===== src/rtl/dram_rfsh_pkg.sv =====
package dram_rfsh_pkg;

    // Sequencing phases of the scheduler
    typedef enum logic [1:0] {
        PH_SETTLE = 2'd0,
        PH_WARM   = 2'd1,
        PH_RUN    = 2'd2
    } phase_e;

    // Request bundle presented to the access sequencer
    typedef struct packed {
        logic req;
        logic urgent;
        logic kind;   // 1: RAS-only, 0: CAS-before-RAS
    } rfsh_cmd_t;

    function automatic int unsigned umax(input int unsigned a, input int unsigned b);
        return (a > b) ? a : b;
    endfunction

    // Cycles between refresh deadlines: retention / rows, in clock cycles
    function automatic int unsigned interval_cycles(input int unsigned clk_mhz,
                                                    input int unsigned retain_us,
                                                    input int unsigned row_bits);
        return (clk_mhz * retain_us) >> row_bits;
    endfunction

endpackage


===== src/rtl/rfsh_phase_seq.sv =====
module rfsh_phase_seq
    import dram_rfsh_pkg::*;
#(
    parameter int unsigned SETTLE_CYC = 25000,
    parameter int unsigned WARMUP     = 8
) (
    input  logic   clk,
    input  logic   rst,
    input  logic   grant,
    output phase_e phase,
    output logic   init_done
);
    localparam int SW = $clog2(SETTLE_CYC + 1);
    localparam int WW = $clog2(WARMUP + 1);

    phase_e        phase_q;
    logic [SW-1:0] settle_q;
    logic [WW-1:0] warm_q;
    logic          done_q;

    always_ff @(posedge clk) begin
        if (rst) begin
            phase_q  <= PH_SETTLE;
            settle_q <= '0;
            warm_q   <= '0;
            done_q   <= 1'b0;
        end else begin
            case (phase_q)
                PH_SETTLE: begin
                    if (settle_q == SW'(SETTLE_CYC - 1))
                        phase_q <= PH_WARM;
                    else
                        settle_q <= settle_q + 1'b1;
                end
                PH_WARM: begin
                    if (grant) begin
                        if (warm_q == WW'(WARMUP - 1)) begin
                            phase_q <= PH_RUN;
                            done_q  <= 1'b1;
                        end else begin
                            warm_q <= warm_q + 1'b1;
                        end
                    end
                end
                default: ;
            endcase
        end
    end

    assign phase     = phase_q;
    assign init_done = done_q;

endmodule


===== src/rtl/rfsh_tick_gen.sv =====
module rfsh_tick_gen
    import dram_rfsh_pkg::*;
#(
    parameter int unsigned INTV_SMALL = 1953,
    parameter int unsigned INTV_LARGE = 976
) (
    input  logic clk,
    input  logic rst,
    input  logic run,
    input  logic rows_large,
    output logic tick
);
    localparam int unsigned INTV_MAX = umax(INTV_SMALL, INTV_LARGE);
    localparam int CW = $clog2(INTV_MAX + 1);

    logic [CW-1:0] cnt_q;
    logic [CW-1:0] limit;
    logic          hit;

    // A shortened limit after a row-size change is caught by >=
    assign limit = rows_large ? CW'(INTV_LARGE - 1) : CW'(INTV_SMALL - 1);
    assign hit   = run && (cnt_q >= limit);

    always_ff @(posedge clk) begin
        if (rst || !run)
            cnt_q <= '0;
        else if (hit)
            cnt_q <= '0;
        else
            cnt_q <= cnt_q + 1'b1;
    end

    assign tick = hit;

endmodule


===== src/rtl/rfsh_backlog.sv =====
module rfsh_backlog #(
    parameter int unsigned PEND_MAX = 8,
    localparam int PW = $clog2(PEND_MAX + 1)
) (
    input  logic          clk,
    input  logic          rst,
    input  logic          tick,
    input  logic          grant,
    output logic          busy,
    output logic          urgent,
    output logic [PW-1:0] level
);
    logic [PW-1:0] cnt_q;
    logic          dec;

    assign dec = grant && (cnt_q != '0);

    always_ff @(posedge clk) begin
        if (rst) begin
            cnt_q <= '0;
        end else if (tick && !dec) begin
            if (cnt_q != PW'(PEND_MAX))
                cnt_q <= cnt_q + 1'b1;
        end else if (dec && !tick) begin
            cnt_q <= cnt_q - 1'b1;
        end
    end

    assign busy   = (cnt_q != '0);
    assign urgent = (cnt_q > PW'(1));
    assign level  = cnt_q;

endmodule


===== src/rtl/rfsh_rowgen.sv =====
module rfsh_rowgen #(
    parameter int unsigned ROW_BITS_LO = 12,
    localparam int RW = ROW_BITS_LO + 1
) (
    input  logic          clk,
    input  logic          rst,
    input  logic          step,
    input  logic          rows_large,
    output logic [RW-1:0] row
);
    localparam logic [RW-1:0] MASK_SMALL = RW'((64'd1 << ROW_BITS_LO) - 64'd1);

    logic [RW-1:0] row_q;
    logic [RW-1:0] mask;

    assign mask = rows_large ? {RW{1'b1}} : MASK_SMALL;

    always_ff @(posedge clk) begin
        if (rst)
            row_q <= '0;
        else if (step)
            row_q <= (row_q + 1'b1) & mask;
    end

    assign row = row_q;

endmodule


===== src/rtl/rfsh_sched.sv =====
module rfsh_sched
    import dram_rfsh_pkg::*;
#(
    parameter int unsigned CLK_MHZ     = 125,
    parameter int unsigned SETTLE_US   = 200,
    parameter int unsigned RETAIN_US   = 64000,
    parameter int unsigned WARMUP      = 8,
    parameter int unsigned PEND_MAX    = 8,
    parameter int unsigned ROW_BITS_LO = 12
) (
    input  logic                 clk,
    input  logic                 rst,
    input  logic                 rows_large,
    input  logic                 ras_only_mode,
    input  logic                 rfsh_ack,
    output logic                 rfsh_req,
    output logic                 rfsh_urgent,
    output logic                 rfsh_kind,
    output logic [ROW_BITS_LO:0] rfsh_row,
    output logic                 init_done
);
    localparam int unsigned SETTLE_CYC = CLK_MHZ * SETTLE_US;
    localparam int unsigned INTV_SMALL = interval_cycles(CLK_MHZ, RETAIN_US, ROW_BITS_LO);
    localparam int unsigned INTV_LARGE = interval_cycles(CLK_MHZ, RETAIN_US, ROW_BITS_LO + 1);
    localparam int PW = $clog2(PEND_MAX + 1);

    phase_e        phase;
    logic          grant;
    logic          tick;
    logic          backlog_busy;
    logic          backlog_urgent;
    logic [PW-1:0] pend_cnt;
    rfsh_cmd_t     cmd;

    rfsh_phase_seq #(
        .SETTLE_CYC (SETTLE_CYC),
        .WARMUP     (WARMUP)
    ) u_phase (
        .clk       (clk),
        .rst       (rst),
        .grant     (grant),
        .phase     (phase),
        .init_done (init_done)
    );

    rfsh_tick_gen #(
        .INTV_SMALL (INTV_SMALL),
        .INTV_LARGE (INTV_LARGE)
    ) u_tick (
        .clk        (clk),
        .rst        (rst),
        .run        (phase == PH_RUN),
        .rows_large (rows_large),
        .tick       (tick)
    );

    rfsh_backlog #(
        .PEND_MAX (PEND_MAX)
    ) u_backlog (
        .clk    (clk),
        .rst    (rst),
        .tick   (tick),
        .grant  (grant),
        .busy   (backlog_busy),
        .urgent (backlog_urgent),
        .level  (pend_cnt)
    );

    rfsh_rowgen #(
        .ROW_BITS_LO (ROW_BITS_LO)
    ) u_row (
        .clk        (clk),
        .rst        (rst),
        .step       (grant && ras_only_mode),
        .rows_large (rows_large),
        .row        (rfsh_row)
    );

    always_comb begin
        cmd.req    = (phase == PH_WARM) || backlog_busy;
        cmd.urgent = backlog_urgent;
        cmd.kind   = ras_only_mode;
    end

    assign grant       = rfsh_ack && cmd.req;
    assign rfsh_req    = cmd.req;
    assign rfsh_urgent = cmd.urgent;
    assign rfsh_kind   = cmd.kind;

endmodule


===== config.mk =====
export PLATFORM = sky130hd
export DESIGN_NAME = rfsh_sched
export DESIGN_NICKNAME = d
export VERILOG_FILES = /design/src/rtl/dram_rfsh_pkg.sv /design/src/rtl/rfsh_phase_seq.sv /design/src/rtl/rfsh_tick_gen.sv /design/src/rtl/rfsh_backlog.sv /design/src/rtl/rfsh_rowgen.sv /design/src/rtl/rfsh_sched.sv
export SDC_FILE = /design/constraint.sdc
export NUM_CORES = 1
export LEC_CHECK = 0
export BUFFER_PORTS_ARGS = -buffer_cell sky130_fd_sc_hd__buf_2
export CAP_MARGIN = 20
export CORE_AREA = 2 2 83 85
export CTS_CLUSTER_SIZE = 10
export DETAILED_ROUTE_END_ITERATION = 6
export DIE_AREA = 0 0 85 87
export RECOVER_POWER = 50
export SETUP_SLACK_MARGIN = 0.05
export SYNTH_ARGS = -nofsm -noshare
export SYNTH_HDL_FRONTEND = slang
export SYNTH_SLANG_ARGS = --single-unit

===== constraint.sdc =====
create_clock -name clk -period 4.03 [get_ports clk]
set_clock_uncertainty 0.1 [all_clocks]
set_input_delay 0.806 -clock clk [delete_from_list [all_inputs] [get_ports clk]]
set_output_delay 0.806 -clock clk [all_outputs]
set_load 0.02 [all_outputs]

Word level (Yosys, flattened, before mapping)
Cells that the tools add are included.

Flip-flop bits (word level): 50. Bits in latches: 0. Memory bits (writable): 0. ROM bits: 0. Word-level logic and storage cells: 57. Memories kept: 0.

$add $sub $neg: 6. Multiply operators: 0. Div/mod/pow operators: 0. $lt $le $gt $ge: 2. Eq/ne operators: 9. Shifts and indexed selects: 0. Mux-type cells: 9. Bitwise operators: 3. Reduce and logical (&&, ||, !) cells: 21.

Operator list (count): $add A15 B1 Y15 const B (1); $eq A15 B15 Y1 const B (1); $add A13 B1 Y13 const B (1); $and A13 B13 Y13 (1); $mux W13 (1); $mux W4 (3); $add A11 B1 Y11 const B (1); $ge A11 B11 Y1 (1); $mux W11 (1); $add A4 B1 Y4 const B (2); $logic_and A1 B1 Y1 (6); $mux W2 (3); $reduce_and A3 Y1 (2); $eq A4 B3 Y1 const B (1); $gt A4 B1 Y1 const B (1); $ne A2 B1 Y1 const B (2); $ne A2 B2 Y1 const B (2); $ne A4 B4 Y1 const B (1); $pmux W2 S2 (1); $reduce_and A2 Y1 (2); $reduce_and A4 Y1 (1); $reduce_bool A2 Y1 (2); $reduce_bool A4 Y1 (1); $sub A4 B1 Y4 const B (1); 7 further kinds (11).

Depth between registers and ports, before layout
Depth in word-level cells: 8. Gate-level depth with buffers: 10. Depth with buffers taken out: 9.

By module
Synthesis repeated with hierarchy kept, for this count alone.

Cell total of the unflattened synthesis: 319. Area, all modules: 2806.4 µm².

Modules (own cells, without submodules): rfsh_phase_seq (times used 1, cells an instance 118, area an instance 1063.5 µm², seq. area each 440.4 µm²); rfsh_tick_gen (times used 1, cells an instance 72, area an instance 675.6 µm², seq. area each 220.2 µm²); rfsh_rowgen (times used 1, cells an instance 68, area an instance 616.8 µm², seq. area each 260.2 µm²); rfsh_backlog (times used 1, cells an instance 53, area an instance 389.1 µm², seq. area each 80.1 µm²); rfsh_sched (times used 1, cells an instance 8, area an instance 61.3 µm², seq. area each 0.0 µm²).

Least setup slack after synthesis
Ideal clock, no wire load.

Path kind: input to register. From: input rows_large. To: register u_backlog.cnt_q[2] (netlist: u_backlog.level[2]). Data arrival time: 2704 ps. Required time: 3809 ps. Slack: 1105 ps. Stages: 8. Buffers on the path: 0. Path through: inv_1 > ha_1 > nand4b_4 > o311a_4 > a211oi_4 > mux2_4 > nand2_2 > mux2_4.

Word-level cells in the longest chain between the ends: 7. Elaborated cells between the ends (all ways): 10.

Ends and longest elaborated chain: start, declared (line rfsh_sched.sv:13) `input logic rows_large,`; $mux W11 (*) (line rfsh_tick_gen.sv:21) `assign limit = rows_large ? CW'(INTV_LARGE - 1) : CW'(INTV_SMALL - 1);`; $ge A11 B11 Y1 (*) (line rfsh_tick_gen.sv:22) `assign hit = run && (cnt_q >= limit);`; $logic_and A1 B1 Y1 (*) (line rfsh_tick_gen.sv:22); $logic_not A1 Y1 (line rfsh_backlog.sv:24) `end else if (dec && !tick) begin`; $logic_and A1 B1 Y1 (line rfsh_backlog.sv:24); $reduce_bool A2 Y1 (no line); $reduce_and A2 Y1 (no line); end signal, assigned (line rfsh_backlog.sv:23) `cnt_q <= cnt_q + 1'b1;`; end signal, assigned (line rfsh_backlog.sv:25) `cnt_q <= cnt_q - 1'b1;`; end, declared (line rfsh_backlog.sv:13) `logic [PW-1:0] cnt_q;`.

Mark *: on every way between the ends. The rest lies on a longest branch, timed or not. A chain may end at the register's enable or synchronous reset.

Worst setup path in the final report
Ends and elaborated chain as after synthesis.

==> run summary <==
FLOORPLANNING
---------------------------------------------------------------------------------
Overall die area ................................................... 0.007395 mm2
I/O Pins ...........................................................           22
Area of the core ................................................... 0.006569 mm2
Initial core utilization ...........................................       38.84%
Die X-Extent .......................................................        85 um
Overall die height .................................................        87 um
Floorplan row count ................................................           30

TIMING
---------------------------------------------------------------------------------
Number of failing hold endpoints at the final stage ................            0
Final Worst Setup Slack ............................................      1172 ps
Slew Viols, Final ..................................................           42
Setup repair after global routing missed its margin ................           no
# setup viols final ................................................            0
Final period utilization ...........................................       70.92%
Time the final worst path needs with I/O delays and setup ..........      2858 ps
Max Clock Freq .....................................................    349.9 MHz
Worst-case headroom to the max-slew limit ..........................      -19.73%
Slew at the pin closest to its max-slew limit ......................      1796 ps
Setup total negative slack .........................................         0 ps

PLACE
---------------------------------------------------------------------------------
Final weighted congestion in routability-driven placement ..........       0.8014
Post-placement worst setup slack ...................................     834.7 ps
Detailed placer's ending HPWL ......................................      3347 um
Number of I/O port buffers .........................................           21
Instance count after placement with tap cells included .............          382

POWER AND IR DROP
---------------------------------------------------------------------------------
Maximum VDD drop ...................................................    0.1207 mV
Total power of the final layout ....................................  0.0008067 W
Pwr dens ........................................................... 290.3 mW/mm2
Cell leakage power .................................................    0.9895 nW

FINISH
---------------------------------------------------------------------------------
Combined area of the multi-input logic cells ....................... 0.001479 mm2
Sequential standard cell area ...................................... 0.001001 mm2
Count of non-filler cells in the finished layout ...................          389
Fraction of layout instances using a drive strength above 1 ........       7.767%
Antenna cells ......................................................            0
Number of nets in the layout .......................................          328
Filler cell count ..................................................          675
Core Util, Final ...................................................       42.30%
Area delta synth->final ............................................       8.926%

SYNTHESIS
---------------------------------------------------------------------------------
Post-synth net total ...............................................          307
Register bit total from synthesis ..................................           50
Post-synthesis average cell area ...................................    8.858 um2
Gate Count Post-Synth ..............................................          288
Seq/Total Area, Yosys ..............................................       39.23%
Count of warnings emitted by yosys .................................            0
Fraction of synthesis flops using an asynchronous set or reset pin .           0%
Post-synthesis cell type count .....................................           42
Synth Flop Type .................................................... sky130_fd_sc_hd__dfxtp_1
Combined area of all synthesized cells ............................. 0.002551 mm2
Count of flip-flops with a built-in enable after synthesis .........            0

DETAILED ROUTING
---------------------------------------------------------------------------------
Pre-antenna DRT Iters ..............................................            4
Routed WL per cell .................................................     12.12 um
Number of remaining DRC errors .....................................            0
Wire length after detailed routing .................................      4715 um
Via count ..........................................................         1954
Number of nets still failing antenna checks after routing ..........            0
First DRT Iteration DRCs ...........................................          100
Post-detailed-route via-to-cell ratio ..............................        5.023

FLOW RUN
---------------------------------------------------------------------------------
Max-capacitance violation count ....................................            1

CLOCKING
---------------------------------------------------------------------------------
TritonCTS clock tree ...............................................        built
Worst-skew pair later-pin latency ..................................       300 ps
# hold bufs at CTS .................................................            0
CTS root buffer .................................................... sky130_fd_sc_hd__clkbuf_8
Cts bufs inserted ..................................................            5
Htree depth ........................................................            2
Clock Pin Slew Worst Setup and Hold Paths ..........................        80 ps
Post-CTS Resized ...................................................            0
Number of post-CTS setup repair buffers ............................            0
Maximum clock insertion buffer count ...............................            2
Number of sinks handled by clock tree synthesis ....................           50

SETUP PATH
---------------------------------------------------------------------------------
Required @ worst endpoint ..........................................      4120 ps
Setup crit end kind ................................................     register
Arrival time at the worst endpoint .................................      2950 ps
Type of the worst setup path .......................................       in2reg
Crit path launch type ..............................................    input pin
Largest fanout of any net on the critical path .....................            5

GLOBAL ROUTING
---------------------------------------------------------------------------------
Vias in the first global route .....................................         1842
Maximum number of pins on one net before global-route repair .......           42
Remaining global-route overflow ....................................            0
Overall track demand over capacity in global routing ...............       13.50%
Global-route wire length before repair .............................      8197 um
Antenna violations before repair ...................................            0

RUN STATUS
---------------------------------------------------------------------------------
Status ............................................................. finished, violations left
Failing checks ..................................................... max-capacitance violations, max-slew violations

WORST HOLD PATH
---------------------------------------------------------------------------------
Tightest Hold Check Type ...........................................      reg2reg

[layout by cell type (no fill, tap or decap), types with 11 or more instances in the layout]
cell	netlist	routed
sky130_fd_sc_hd__nor2_1	52	52
sky130_fd_sc_hd__dfxtp_1	50	50
sky130_fd_sc_hd__nand2_1	22	22
sky130_fd_sc_hd__clkbuf_1	5	18
sky130_fd_sc_hd__xor2_1	17	17
sky130_fd_sc_hd__a21oi_1	14	14
sky130_fd_sc_hd__ha_1	14	14
sky130_fd_sc_hd__xnor2_1	13	13
sky130_fd_sc_hd__or3_1	12	12
sky130_fd_sc_hd__o21ai_0	11	11
[power by group]
part / switching, W / total (W) / leakage [nW] / internal, W
combinational: 0.0000191 / 0.0000294 / 0.548 / 0.0000103
clock: 0.000157 / 0.000277 / 0.0383 / 0.000120
sequential: 0.00000384 / 0.000500 / 0.403 / 0.000496
[worst max-delay path, stage by stage]
cell	delay, ps
sky130_fd_sc_hd__buf_2	120
sky130_fd_sc_hd__inv_1	100
sky130_fd_sc_hd__ha_1	370
sky130_fd_sc_hd__nand4b_4	130
sky130_fd_sc_hd__o311a_4	420
sky130_fd_sc_hd__a211oi_4	300
sky130_fd_sc_hd__mux2_4	330
sky130_fd_sc_hd__nand2_2	70
sky130_fd_sc_hd__mux2_4	290
[metrics by stage]
| step | hold WS [ps] | cell area (um2) |
|---|---|---|
| floorplan | 363.9 | 2551 |
| global placement | 358.1 | 2725 |
| detailed placement | 361.6 | 2725 |
| CTS | 382.3 | 2801 |
| global route | 430.8 | 2779 |
| finish | 375.6 | 2779 |
[worst paths after layout]
path / start / to / slack [ps] / cells after the start
worst max register to register: u_tick.cnt_q[0] / u_backlog.level[2] / 1420 / 9
worst min-delay path: u_phase.init_done / u_phase.init_done / 380 / 2
worst min register to register: u_phase.init_done / u_phase.init_done / 380 / 2
worst max-delay path: rows_large / u_backlog.level[2] / 1170 / 9
[kinds of logic after synthesis]
family	count (synthesis)	synth area share, %
AND/OR/NAND/NOR	133	27.12
flip-flops	50	39.23
AO/OA/AOI/OAI	38	11.04
XOR/XNOR	30	10.30
buffers and inverters	17	2.698
adder cells (fa/ha/maj)	14	6.866
multiplexers	6	2.747
[state kept, by name, summed over array words and instances (netlist names)]
signal	flops
u_phase.init_done	1
u_phase.warm_q	4
u_row.row	13
u_tick.cnt_q	11
u_backlog.level	4
u_phase.settle_q	15
u_phase.phase	2
[final cells by class]
type                       instances  area share, %
multi-input combinational        221          53.22
sequential                        50          36.02
tap                               80          3.602
timing repair buffer              21          3.062
clock buffer                       7          2.747
inverter                          10          1.351
[synthesized netlist by cell type, types with 2 or more instances]
| cell | number | area, um2 |
|---|---|---|
| sky130_fd_sc_hd__nor4_1 | 2 | 12.51 |
| sky130_fd_sc_hd__nor2_1 | 52 | 195.2 |
| sky130_fd_sc_hd__a211oi_4 | 2 | 40.04 |
| sky130_fd_sc_hd__and3_1 | 8 | 50.05 |
| sky130_fd_sc_hd__nand4_1 | 10 | 62.56 |
| sky130_fd_sc_hd__xnor2_1 | 13 | 113.9 |
| sky130_fd_sc_hd__inv_1 | 10 | 37.54 |
| sky130_fd_sc_hd__o21ai_0 | 11 | 55.05 |
| sky130_fd_sc_hd__nor3_1 | 3 | 15.01 |
| sky130_fd_sc_hd__nor2b_1 | 2 | 12.51 |
| sky130_fd_sc_hd__dfxtp_1 | 50 | 1001 |
| sky130_fd_sc_hd__nand3_1 | 10 | 50.05 |
| sky130_fd_sc_hd__clkbuf_1 | 5 | 18.77 |
| sky130_fd_sc_hd__mux2_4 | 2 | 30.03 |
| sky130_fd_sc_hd__xor2_1 | 17 | 148.9 |
| sky130_fd_sc_hd__nand2_1 | 22 | 82.58 |
| sky130_fd_sc_hd__mux2i_1 | 4 | 40.04 |
| sky130_fd_sc_hd__nand2b_1 | 3 | 18.77 |
| sky130_fd_sc_hd__a21oi_1 | 14 | 70.07 |
| sky130_fd_sc_hd__nand3b_1 | 2 | 15.01 |
| sky130_fd_sc_hd__or3_1 | 12 | 75.07 |
| sky130_fd_sc_hd__ha_1 | 14 | 175.2 |
[per-layer routing]
metal | vias up | part of all wire (%) | wire length [um] | track usage [%]
li1 | 1026 | - | - | -
met5 | - | 0 | 0 | 0
met1 | 896 | 49 | 2331 | 17.45
met3 | 9 | 3.1 | 144 | 2.938
met4 | 0 | 2.2 | 105 | 5.916
met2 | 23 | 45 | 2134 | 21.73
(Power assumes the default switching activity.)
